<file path="src/rtl/alm_pkg.sv">
package alm_pkg;
    localparam int ADDR_W    = 4;
    localparam int DATA_W    = 8;
    localparam int MIN_W     = 7;
    localparam int HOUR_W    = 6;
    localparam int DAY_N     = 7;
    localparam int WDAY_W    = 3;
    localparam int NUM_SLOTS = 2;

    localparam logic [ADDR_W-1:0] A_W_MIN  = 4'h8;
    localparam logic [ADDR_W-1:0] A_W_HOUR = 4'h9;
    localparam logic [ADDR_W-1:0] A_W_DAYS = 4'hA;
    localparam logic [ADDR_W-1:0] A_D_MIN  = 4'hB;
    localparam logic [ADDR_W-1:0] A_D_HOUR = 4'hC;
    localparam logic [ADDR_W-1:0] A_CTRL   = 4'hE;
    localparam logic [ADDR_W-1:0] A_FLAG   = 4'hF;

    localparam int EN_W_BIT  = 7;
    localparam int EN_D_BIT  = 6;
    localparam int FLG_W_BIT = 1;
    localparam int FLG_D_BIT = 0;

    typedef struct packed {
        logic [MIN_W-1:0]  min;
        logic [HOUR_W-1:0] hour;
        logic [DAY_N-1:0]  days;
        logic              en;
        logic              flag;
    } slot_t;
endpackage

</file>
<file path="src/rtl/alm_cmp.sv">
module alm_cmp
    import alm_pkg::*;
#(
    parameter bit USE_DAYS = 1'b1
) (
    input  logic [MIN_W-1:0]  set_min,
    input  logic [HOUR_W-1:0] set_hour,
    input  logic [DAY_N-1:0]  set_days,
    input  logic [MIN_W-1:0]  cur_min,
    input  logic [HOUR_W-1:0] cur_hour,
    input  logic [WDAY_W-1:0] cur_day,
    output logic              equal
);
    logic time_eq;
    logic day_ok;

    assign time_eq = (set_min == cur_min) && (set_hour == cur_hour);

    generate
        if (USE_DAYS) begin : g_days
            always_comb begin
                day_ok = 1'b0;
                for (int i = 0; i < DAY_N; i++) begin
                    if (cur_day == WDAY_W'(i)) day_ok = set_days[i];
                end
            end
        end else begin : g_nodays
            assign day_ok = 1'b1;
        end
    endgenerate

    assign equal = time_eq && day_ok;
endmodule

</file>
<file path="src/rtl/alm_slot.sv">
module alm_slot
    import alm_pkg::*;
#(
    parameter bit USE_DAYS = 1'b1
) (
    input  logic              clk,
    input  logic              rst_n,
    input  logic              tick,
    input  logic [MIN_W-1:0]  cur_min,
    input  logic [HOUR_W-1:0] cur_hour,
    input  logic [WDAY_W-1:0] cur_day,
    input  logic              wr_min,
    input  logic              wr_hour,
    input  logic              wr_days,
    input  logic              wr_en,
    input  logic              en_wval,
    input  logic              wr_flag,
    input  logic              flag_wval,
    input  logic [DAY_N-1:0]  wdata,
    output logic [MIN_W-1:0]  min_o,
    output logic [HOUR_W-1:0] hour_o,
    output logic [DAY_N-1:0]  days_o,
    output logic              en_o,
    output logic              flag_o
);
    slot_t s_d, s_q;
    logic  eq;
    logic  hit;
    logic  keep;

    alm_cmp #(.USE_DAYS(USE_DAYS)) u_cmp (
        .set_min  (s_q.min),
        .set_hour (s_q.hour),
        .set_days (s_q.days),
        .cur_min  (cur_min),
        .cur_hour (cur_hour),
        .cur_day  (cur_day),
        .equal    (eq)
    );

    always_comb begin
        s_d = s_q;
        if (wr_min)              s_d.min  = wdata[MIN_W-1:0];
        if (wr_hour)             s_d.hour = wdata[HOUR_W-1:0];
        if (USE_DAYS && wr_days) s_d.days = wdata;
        if (wr_en)               s_d.en   = en_wval;
        hit      = tick && s_q.en && eq;
        keep     = s_q.flag && !(wr_flag && !flag_wval);
        s_d.flag = s_d.en && (keep || hit);
    end

    always_ff @(posedge clk) begin
        if (!rst_n) s_q <= '0;
        else        s_q <= s_d;
    end

    assign min_o  = s_q.min;
    assign hour_o = s_q.hour;
    assign days_o = s_q.days;
    assign en_o   = s_q.en;
    assign flag_o = s_q.flag;


    flag_rise_cause_chk: assert property (@(posedge clk) disable iff (!rst_n)
        $rose(s_q.flag) |-> $past(tick && s_q.en));


    flag_needs_en_chk: assert property (@(posedge clk) disable iff (!rst_n)
        !s_q.en |-> !s_q.flag);


    flag_sticky_chk: assert property (@(posedge clk) disable iff (!rst_n)
        (s_q.flag && !(wr_flag && !flag_wval) && !(wr_en && !en_wval)) |=> s_q.flag);
endmodule

</file>
<file path="src/rtl/alm_dual.sv">
module alm_dual
    import alm_pkg::*;
(
    input  logic              clk,
    input  logic              rst_n,
    input  logic [MIN_W-1:0]  cur_min,
    input  logic [HOUR_W-1:0] cur_hour,
    input  logic [WDAY_W-1:0] cur_wday,
    input  logic              min_tick,
    input  logic              reg_we,
    input  logic [ADDR_W-1:0] reg_addr,
    input  logic [DATA_W-1:0] reg_wdata,
    output logic [DATA_W-1:0] reg_rdata,
    output logic              irq_n
);
    logic [MIN_W-1:0]  slot_min  [NUM_SLOTS];
    logic [HOUR_W-1:0] slot_hour [NUM_SLOTS];
    logic [DAY_N-1:0]  slot_days [NUM_SLOTS];
    logic [NUM_SLOTS-1:0] slot_en;
    logic [NUM_SLOTS-1:0] slot_flag;

    generate
        for (genvar g = 0; g < NUM_SLOTS; g++) begin : g_slot
            localparam bit IS_W = (g == 0);
            localparam logic [ADDR_W-1:0] MA = IS_W ? A_W_MIN  : A_D_MIN;
            localparam logic [ADDR_W-1:0] HA = IS_W ? A_W_HOUR : A_D_HOUR;
            localparam int EB = IS_W ? EN_W_BIT  : EN_D_BIT;
            localparam int FB = IS_W ? FLG_W_BIT : FLG_D_BIT;

            alm_slot #(.USE_DAYS(IS_W)) u_slot (
                .clk       (clk),
                .rst_n     (rst_n),
                .tick      (min_tick),
                .cur_min   (cur_min),
                .cur_hour  (cur_hour),
                .cur_day   (cur_wday),
                .wr_min    (reg_we && (reg_addr == MA)),
                .wr_hour   (reg_we && (reg_addr == HA)),
                .wr_days   (IS_W && reg_we && (reg_addr == A_W_DAYS)),
                .wr_en     (reg_we && (reg_addr == A_CTRL)),
                .en_wval   (reg_wdata[EB]),
                .wr_flag   (reg_we && (reg_addr == A_FLAG)),
                .flag_wval (reg_wdata[FB]),
                .wdata     (reg_wdata[DAY_N-1:0]),
                .min_o     (slot_min[g]),
                .hour_o    (slot_hour[g]),
                .days_o    (slot_days[g]),
                .en_o      (slot_en[g]),
                .flag_o    (slot_flag[g])
            );
        end
    endgenerate

    always_comb begin
        reg_rdata = '0;
        case (reg_addr)
            A_W_MIN:  reg_rdata = DATA_W'(slot_min[0]);
            A_W_HOUR: reg_rdata = DATA_W'(slot_hour[0]);
            A_W_DAYS: reg_rdata = DATA_W'(slot_days[0]);
            A_D_MIN:  reg_rdata = DATA_W'(slot_min[1]);
            A_D_HOUR: reg_rdata = DATA_W'(slot_hour[1]);
            A_CTRL: begin
                reg_rdata[EN_W_BIT] = slot_en[0];
                reg_rdata[EN_D_BIT] = slot_en[1];
            end
            A_FLAG: begin
                reg_rdata[FLG_W_BIT] = slot_flag[0];
                reg_rdata[FLG_D_BIT] = slot_flag[1];
            end
            default: reg_rdata = '0;
        endcase
    end

    assign irq_n = ~|slot_flag;


    irq_after_tick_chk: assert property (@(posedge clk) disable iff (!rst_n)
        $fell(irq_n) |-> $past(min_tick));


    wmin_store_chk: assert property (@(posedge clk) disable iff (!rst_n)
        (reg_we && reg_addr == A_W_MIN) |=> slot_min[0] == $past(reg_wdata[MIN_W-1:0]));


    dhour_store_chk: assert property (@(posedge clk) disable iff (!rst_n)
        (reg_we && reg_addr == A_D_HOUR) |=> slot_hour[1] == $past(reg_wdata[HOUR_W-1:0]));
endmodule

</file>
<file path="config.mk">
export PLATFORM = sky130hd
export DESIGN_NAME = alm_dual
export DESIGN_NICKNAME = d
export VERILOG_FILES = /design/src/rtl/alm_pkg.sv /design/src/rtl/alm_cmp.sv /design/src/rtl/alm_slot.sv /design/src/rtl/alm_dual.sv
export SDC_FILE = /design/constraint.sdc
export NUM_CORES = 1
export LEC_CHECK = 0
export ABC_CLOCK_PERIOD_IN_PS = 1800
export BUFFER_PORTS_ARGS = -buffer_cell sky130_fd_sc_hd__buf_2
export CORE_MARGIN = 2
export CORE_UTILIZATION = 40
export CTS_CLUSTER_SIZE = 28
export DETAILED_ROUTE_END_ITERATION = 7
export GPL_ROUTABILITY_DRIVEN = 0
export HOLD_SLACK_MARGIN = 0.08
export PLACE_DENSITY = 0.61
export REMOVE_ABC_BUFFERS = 1
export SYNTH_ARGS = -nofsm -noshare
export SYNTH_HDL_FRONTEND = slang
export SYNTH_HIERARCHICAL = 1
export SYNTH_SLANG_ARGS = --single-unit
</file>
<file path="constraint.sdc">
create_clock -name clk -period 1.8 [get_ports clk]
set_input_delay 0.36 -clock clk [delete_from_list [all_inputs] [get_ports clk]]
set_output_delay 0.36 -clock clk [all_outputs]
set_load 0.01 [all_outputs]
</file>
-- Yosys cells after proc, flatten, opt, wreduce, memory -nomap -nowiden
Cells that the tools add are included.
- bits in registers: 37
- output and inout bits: 9
- equality and inequality tests: 17
- mux-type cells: 12
- reduce and logical (&&, ||, !) cells: 29
- operator list (cell ; number):
    $eq A4 B4 Y1 const B ; 7
    $logic_and A1 B1 Y1 ; 20
    $pmux W4 S5 ; 1
    $eq A7 B7 Y1 ; 2
    $eq A6 B6 Y1 ; 2
    $pmux W2 S6 ; 1
    $eq A3 B3 Y1 const B ; 3
    $mux W1 ; 9
    $pmux W2 S4 ; 1
    $eq A3 B2 Y1 const B ; 2
    $logic_not A1 Y1 ; 5
    $eq A3 B1 Y1 const B ; 1
    $logic_not A3 Y1 ; 1
    $logic_or A1 B1 Y1 ; 2
    $reduce_or A2 Y1 ; 1

-- Depth between registers and ports, before layout
Gate-level depths: netlist (run 1).
- depth after elaboration: 12
- depth in mapped cells: 7
- gate-level depth less buffers: 6

-- By module
Netlist (run 1), hierarchy kept.
- modules (own cells, without submodules) (module ; times used ; cells each ; area an instance (um^2) ; sequential area each (um^2)):
    alm_slot (g_slot[0].u_slot) ; 1 ; 73 ; 839.6 ; 440.4
    alm_slot (g_slot[1].u_slot) ; 1 ; 58 ; 630.6 ; 300.3
    alm_dual ; 1 ; 72 ; 471.7 ; 0.0
    alm_cmp (g_slot[0].u_slot.u_cmp) ; 1 ; 24 ; 206.4 ; 0.0
    alm_cmp (g_slot[1].u_slot.u_cmp) ; 1 ; 17 ; 145.1 ; 0.0

-- Worst setup path before layout (run 1)
Ideal clock, no wire load.
- kind: input -> output
- start: input port reg_addr[0]
- end: output port reg_rdata[5]
- data arrival time: 1.147 ns
- data required time: 1.440 ns
- setup slack: 0.293 ns
- cell stages on the path: 5
- path buffers: 2
- cell sequence: buf_4 > buf_2 > a21boi_0 > a211oi_1 > o21a_1
- cells in the longest elaborated chain, start to end: 2
- elaborated cells on any way between the ends: 6
- those cells by class: eq/ne (5); mux (1)
- RTL lines (what ; RTL line ; text):
    from (decl) ; alm_dual.sv:11 ; input logic [ADDR_W-1:0] reg_addr,
    $eq A4 B4 Y1 ; alm_dual.sv:56 ; case (reg_addr)
    $pmux W4 S5 (*) ; alm_dual.sv:56 ;
    to (decl) ; alm_dual.sv:13 ; output logic [DATA_W-1:0] reg_rdata,
Every way passes the cells marked *; elsewhere a longest branch is shown, timed or not.

-- Final worst setup path (run 1)
- start: input port reg_addr[2]
- end: output port reg_rdata[5]
The elaborated chain is that of the path after synthesis.

==> results of run 1 <==
## sequential cells by signal (all words and copies together) (netlist names)
register,cells
g_slot.u_slot/en_o,2
g_slot.u_slot/days_o,7
g_slot.u_slot/flag_o,2
g_slot.u_slot/min_o,14
g_slot.u_slot/hour_o,12
## through the flow
| stage | TNS [ns] | setup WS, ns | utilization [%] | cells |
|---|---|---|---|---|
| floorplan | -0.0693 | -0.00990 | - | 220 |
| global route | 0 | 0.00253 | 50.9 | 367 |
| finish | 0 | 0.0568 | 50.9 | 367 |
| CTS | 0 | 0.0215 | 50.0 | 366 |
| detailed placement | 0 | 0.0281 | 48.2 | 358 |
| global placement | 0 | 0.0265 | 48.2 | 358 |
## final timing paths
check,start,end,slack [ns],depth (start not counted)
max,reg_addr[2],reg_rdata[5],0.06,6
min,reg_wdata[7],g_slot[0].u_slot/en_o,0.37,3
max reg2reg,g_slot[1].u_slot/min_o[2],g_slot[1].u_slot/flag_o,0.26,6
min reg2reg,g_slot[0].u_slot/en_o,g_slot[0].u_slot/flag_o,0.51,2
## per-layer routing
metal  share of wire, %  routed length, um  up-vias
met5                  0                  0        -
met4               0.78                 48        0
met3                7.4                455        7
met2                 44               2720       90
met1                 47               2910      886
li1                   -                  -      933
## layout make-up
type                       instances  area share, %
tap                               72           3.25
sequential                        37           26.8
clock buffer                       7           3.48
multi-input combinational        178           50.7
timing repair buffer              67           14.7
inverter                           5          0.814
clock inverter                     1          0.181
## what timing repair did
item / 4_1_cts / 5_1_grt
buffers inserted: 0 / 1
setup endpoints to repair: 0 / 5
resized for setup: 0 / 11
endpoints found under the hold margin: 0 / 0
## critical path, delay by kind of cell
family                 cells  cell delay (ns)
buffers and inverters      3             0.63
AOI/OAI and AO/OA          2             0.27
and+or+nand+nor            1             0.12
## where the power goes
part / switching [mW] / internal (mW) / leakage, nW
Clock: 0.299 / 0.346 / 0.0542
Sequential: 0.00974 / 0.828 / 0.299
Combinational: 0.137 / 0.122 / 0.647
## layout by cell type (no fill, tap or decap), types with 7 or more instances in the layout
cell	instances
nand3b_1	7
clkbuf_8	7
xor2_1	15
nor2_1	9
buf_2	38
buf_4	28
xnor2_1	11
dfxtp_1	36
nand2_1	9
nor2b_1	34
mux2i_1	40
==> flow_summary.yaml, run 1 <==
drt:
  drc: 0
  wl_per_cell_um: 16.7
  via_per_inst: 5.22
  vias: 1916
  routed_wirelength_mm: 6.13
  antenna_left: 0
  first_iter_violations: 151
  drt_first_pass_iters: 4
timing:
  rsz0062_at_grt: "no"
  fin_skew_ns: 0.00539
  worst_pin_slew_ns: 0.406
  fin_crit_ns: 1.74
  fmax_mhz: 574
  slew_violations: 0
  post-route-period-util_pct: 96.8
  hold_viol_final: 0
  setup_viol: 0
  holdWs_ns: 0.372
  maxSlewHeadroom_pct: 73.0
placed_design:
  place.detailed.hpwl_mm: 4.69
  place_area_um2: 2620
  io_buffers: 40
grt:
  grt-busiest-layer: "met2"
  use_met3_pct: 3.64
  grt.total_usage_pct: 19.9
  grt_pass1_vias: 1784
  gr-usage-met1_pct: 28.7
  antenna_found_initial: 0
  gr-total-overflow: 0
  grt_max_degree: 26
  grt_pass1_wl_mm: 9.32
  met2_usage_pct: 30.3
clock_tree:
  cts_hold_buffers: 0
  htreeDepth: 2
  clkSinkCount: 37
  clock_latency_ns: 0.28
  path_clk_slew_ns: 0.08
  clock_path_buffers: 2
  cts_buffers: 5
  tritoncts: "built"
  root_buffer: "clkbuf_8"
worst_setup_path:
  critPathMaxFanout: 14
  critical_path_class: "in2out"
  cp_slowest_cell: "buf_2"
  worst_ep_arrival_time_ns: 1.38
  slowest_delay_ns: 0.25
  cp-start-kind: "input pin"
  crit_chain: "buf_2 > buf_4 > nand3b_1 > a21oi_1 > o21a_1 > buf_2"
  endpoint_kind: "primary output"
  crit_top_cell: "buf_2"
  cp_data_required_time_ns: 1.44
pwr:
  p_per_area_nw_per_um2: 630
  p_leak_nw: 1.00
  peakVddDrop_mv: 0.418
  power_mw: 1.74
floorplanning:
  die_x_um: 78.7
  dieArea_um2: 6200
  ios: 41
  fp.dieH_um: 78.7
  rows: 27
  core_um2: 5440
  start_util_pct: 41.1
status:
  status: "finished, final reports clean"
layout:
  fin_nets: 326
  seqCellArea_um2: 742
  multiInputGateArea_um2: 1400
  final_area_um2: 2770
  antenna_cells: 0
  area_delta_synth_final_pct: 23.9
  filler_cell_count: 507
  drive_gt1_share_pct: 30.8
run:
  maxCapViolations: 0
logic_synthesis:
  syn_area_per_cell_um2: 9.50
  yosysWarnings: 6
  syn-cell-area_um2: 2230
  synthCells: 235
min_path:
  hp-class: "in2reg"
Note: power is estimated with default switching activity, not from simulation.
==> run 2: changes to the inputs <==
Settings changed: CORE_ASPECT_RATIO set to 1.5.
==> run 2 against run 1 <==
Net effect: largest power group unchanged; clock skew is 0.0070 ns higher; wire length is 1.1% higher; via count is 2.3% lower; non-clock buffer count is 9 lower; total power is 4.1% lower; critical endpoint is now reg_rdata[0]; combinational power is 6% lower.
==> flow_summary.yaml, run 2 (same netlist as run 1, synthesis figures left out) <==
clock_tree:
  tritoncts: "built"
  clock_latency_ns: 0.30
  path_clk_slew_ns: 0.09
  cts_buffers: 5
  cts_hold_buffers: 0
  root_buffer: "clkbuf_8"
  clock_path_buffers: 2
  clkSinkCount: 37
  htreeDepth: 2
worst_setup_path:
  slowest_delay_ns: 0.35
  worst_ep_arrival_time_ns: 1.38
  r2r_start: "g_slot[0].u_slot/min_o[1]"
  timing.rr.end: "g_slot[0].u_slot/flag_o"
  reg2reg_setup_slack_ns: 0.24
  cp_data_required_time_ns: 1.44
  endpoint: "reg_rdata[0]"
  critPathMaxFanout: 3
  endpoint_kind: "primary output"
  critical_path_class: "reg2out"
  crit_start: "g_slot[0].u_slot/days_o[0]"
  cp-start-kind: "register"
  r2r_cells: 6
  crit_chain: "mux2i_1 > a211oi_2 > o31a_1 > buf_2"
  cp_slowest_cell: "dfxtp_2"
layout:
  antenna_cells: 0
  fin_nets: 317
  stdcell_count: 356
  largest_register_ffs: 14
  drive_gt1_share_pct: 28.3
  area_delta_synth_final_pct: 19.7
  final_common_cell: "mux2i_1"
  filler_cell_count: 561
  final_area_um2: 2670
  final_util_pct: 49.4
  layout_common_cells: "41 x mux2i_1, 38 x buf_2, 35 x dfxtp_1"
placed_design:
  place.detailed.hpwl_mm: 4.62
  place_area_um2: 2530
  io_buffers: 40
  numPlacedInstances: 344
  place_ws_ns: -0.00755
drt:
  drt-met1-wl_mm: 2.55
  routed_wirelength_mm: 6.20
  drc: 0
  first_iter_violations: 88
  antenna_left: 0
  wl_met2_mm: 3.11
  wl_per_cell_um: 17.4
  via_per_inst: 5.26
  wl_met3_um: 296
  drt_first_pass_iters: 4
  vias: 1872
  highest_layer: "met4"
timing:
  fmax_mhz: 573
  setup_tns_ns: 0
  fin_crit_ns: 1.74
  holdWs_ns: 0.350
  setup_viol: 0
  slew_violations: 0
  maxSlewHeadroom_pct: 76.3
  fin_skew_ns: 0.0124
  fin_ws_ns: 0.0554
  post-route-period-util_pct: 96.9
  worst_pin_slew_ns: 0.356
  hold_viol_final: 0
grt:
  grt_pass1_wl_mm: 9.49
  antenna_found_initial: 0
  grt.total_usage_pct: 20.7
  gr-total-overflow: 0
  grt_max_degree: 21
  grt_pass1_vias: 1854
floorplanning:
  dieArea_um2: 6210
  start_util_pct: 41.3
  core_um2: 5410
  rows: 33
  die_x_um: 65.0
  ios: 41
  fp.dieH_um: 95.5
min_path:
  hp-class: "in2reg"
pwr:
  p_per_area_nw_per_um2: 625
  peakVddDrop_mv: 0.304
  power_mw: 1.67
  p_leak_nw: 0.944
status:
  status: "finished, final reports clean"
run:
  maxCapViolations: 0
==> run 2: final cells by class <==
type / instances / area (um2) / area share (%)
Inverter: 5 / 22.5 / 0.843
Sequential cell: 37 / 743 / 27.8
Timing Repair Buffer: 58 / 340 / 12.7
Clock buffer: 5 / 68.8 / 2.57
Multi-Input combinational cell: 178 / 1390 / 52.1
Tap cell: 70 / 87.6 / 3.28
Clock inverter: 3 / 17.5 / 0.655
==> run 2: worst min-delay path by stage <==
stage	startpoint	endpoint	cells past startpoint
3_3_place_gp	g_slot[1].u_slot/en_o	g_slot[1].u_slot/flag_o	2
3_5_place_dp	g_slot[1].u_slot/en_o	g_slot[1].u_slot/flag_o	2
4_1_cts	min_tick	g_slot[1].u_slot/flag_o	3
2_1_floorplan	g_slot[1].u_slot/en_o	g_slot[1].u_slot/flag_o	2
6_report	min_tick	g_slot[1].u_slot/flag_o	3
5_1_grt	min_tick	g_slot[1].u_slot/flag_o	3
==> run 2: per-layer routing <==
| layer | global-route usage, % | vias up |
|---|---|---|
| met5 | 0 | - |
| met2 | 36.6 | 61 |
| met3 | 2.95 | 17 |
| met1 | 24.2 | 883 |
| met4 | 10.6 | 0 |
| li1 | - | 911 |
==> run 2: timing repair <==
item | CTS | global route
buffers inserted | 0 | 4
endpoints found under the hold margin | 0 | 0
resized for setup | 1 | 10
pin swaps | 0 | 1
setup endpoints to repair | 1 | 3
==> run 2: critical path, delay by kind of cell, from the launching register on <==
kind            cells  cell delay, ns
compound gates      2            0.40
flops               1            0.35
mux                 1            0.19
buf+inv             1            0.14
==> run 2: power breakdown <==
group	switching, mW	internal [mW]
clock	0.322	0.267
combinational	0.131	0.113
sequential	0.00981	0.828
total	0.462	1.21
==> run 3: changes to the inputs <==
Settings changed: PLACE_DENSITY 0.61 to 0.6, SKIP_LAST_GASP set to 1.
==> run 3 against run 2 <==
Net effect: sequential power about the same; critical path depth unchanged; register-to-register slack about the same; the flow now finishes with violations (setup timing); global-route usage decreased by 0.050 points; cell area increased by 0.94%; final cell count decreased by 0.28%; flip-flop and latch count unchanged; clock skew decreased by 0.0048 ns; worst setup slack got worse by 0.056 ns; via count increased by 0.21%; critical path type unchanged; wire length decreased by 3.2%.
==> flow_summary.yaml, run 3 (same netlist as run 1, synthesis figures left out) <==
layout:
  antenna_cells: 0
  drive_gt1_share_pct: 27.0
  largest_register_ffs: 14
  final_common_cell: "mux2i_1"
  area_delta_synth_final_pct: 20.8
  fin_nets: 316
  final_area_um2: 2700
  layout_common_cells: "41 x mux2i_1, 37 x dfxtp_1, 37 x buf_2"
pwr:
  peakVddDrop_mv: 0.318
  p_per_area_nw_per_um2: 683
  p_leak_nw: 0.952
min_path:
  hold_path_startpoint: "min_tick"
  hold_depth: 3
  hp-class: "in2reg"
  worst_hold_path.endpoint: "g_slot[1].u_slot/flag_o"
floorplanning:
  fp.dieH_um: 95.5
  start_util_pct: 41.3
  die_x_um: 65.0
  dieArea_um2: 6210
  core_um2: 5410
  rows: 33
  ios: 41
grt:
  grt_max_degree: 31
  antenna_found_initial: 0
  grt_pass1_wl_mm: 9.49
  grt.total_usage_pct: 20.7
  grt_pass1_vias: 1844
  gr-total-overflow: 0
worst_setup_path:
  critPathMaxFanout: 3
  cp_data_required_time_ns: 1.44
  cp_slowest_cell: "dfxtp_1"
  reg2reg_setup_slack_ns: 0.24
  cp-start-kind: "register"
  endpoint_kind: "primary output"
  r2r_cells: 6
  slowest_delay_ns: 0.34
  crit_chain: "a21boi_0 > a211oi_2 > o31a_1 > buf_2"
  timing.rr.end: "g_slot[0].u_slot/flag_o"
  cp.buffers_inverters: 1
  crit_family: "compound AO/OA/AOI/OAI gates"
  critical_path_class: "reg2out"
  r2r_start: "g_slot[0].u_slot/hour_o[1]"
  worst_ep_arrival_time_ns: 1.44
timing:
  hold_viol_final: 0
  maxSlewHeadroom_pct: 77.3
  fin_ws_ns: -0.000786
  fin_skew_ns: 0.00753
  post-route-period-util_pct: 100
  fmax_mhz: 555
  slew_violations: 0
  fin_crit_ns: 1.80
  worst_pin_slew_ns: 0.338
  setup_viol: 1
drt:
  first_iter_violations: 92
  via_per_inst: 5.28
  drc: 0
  wl_per_cell_um: 16.9
  routed_wirelength_mm: 6.00
  vias: 1876
  drt_first_pass_iters: 4
  antenna_left: 0
clock_tree:
  cts_buffers: 5
  htreeDepth: 2
  cts_resized: 1
  tritoncts: "built"
  clock_latency_ns: 0.29
  root_buffer: "clkbuf_8"
  cts_hold_buffers: 0
  clock_path_buffers: 2
  path_clk_slew_ns: 0.08
  clkSinkCount: 37
  post_cts_buffers: 0
placed_design:
  place_area_um2: 2550
  io_buffers: 40
  place_ws_ns: -0.0144
  place.detailed.hpwl_mm: 4.58
run:
  maxCapViolations: 0
status:
  status: "complete, but fails checks"
  violations: "setup timing"
## run 3: through the flow
step / hold WS, ns / power, mW / cells / utilization (%) / setup TNS, ns
final: 0.354 / 1.84 / 355 / 49.9 / -0.000786
after global routing: 0.358 / 1.92 / 355 / 49.9 / -0.0571
after CTS: 0.354 / 1.85 / 355 / 49.4 / 0
after global placement: 0.492 / 1.09 / 347 / 47.1 / -0.00641
after detailed placement: 0.493 / 1.09 / 347 / 47.1 / -0.0144
after floorplan: 0.470 / 0.954 / 220 / - / -0.0693
## run 3: worst max path at each step
stage	start	to	slack, ns	cells after the start
global route	g_slot[1].u_slot/min_o[1]	reg_rdata[1]	-0.06	4
global placement	reg_addr[0]	reg_rdata[1]	-0.006	5
CTS	reg_addr[0]	reg_rdata[1]	0.01	5
detailed placement	reg_addr[1]	reg_rdata[2]	-0.01	6
finish	g_slot[1].u_slot/min_o[1]	reg_rdata[1]	-0.0008	4
floorplan	reg_addr[3]	g_slot[0].u_slot/min_o[0]	-0.01	5
## run 3: area by class of cell
cell class                      count  area, um2
Inverter                            5       22.5
Multi-Input combinational cell    178       1390
Clock inverter                      2       37.5
Clock buffer                        6       82.6
Tap cell                           70       87.6
Sequential cell                    37        741
Fill cell                         560       2710
Timing Repair Buffer               57        339
## run 3: layer usage
metal / GRT usage [%] / share of wire (%) / vias to the layer above
met4: 9.20 / 4.2 / 0
met5: 0 / 0 / -
li1: - / - / 918
met1: 25.7 / 43 / 879
met3: 3.42 / 4.9 / 16
met2: 35.0 / 48 / 63
## run 3: power breakdown
part	switching (mW)	internal, mW	leakage, nW
logic	0.128	0.111	0.596
clock network	0.315	0.451	0.0574
registers	0.00961	0.828	0.299
## run 3: worst reg2reg max path: cells and delay by family, from the launching register on
family           cells  cell delay (ns)
AND/OR/NAND/NOR      4             0.85
XOR/XNOR             1             0.16
AO/OA/AOI/OAI        1             0.15
flip-flops           1             0.34
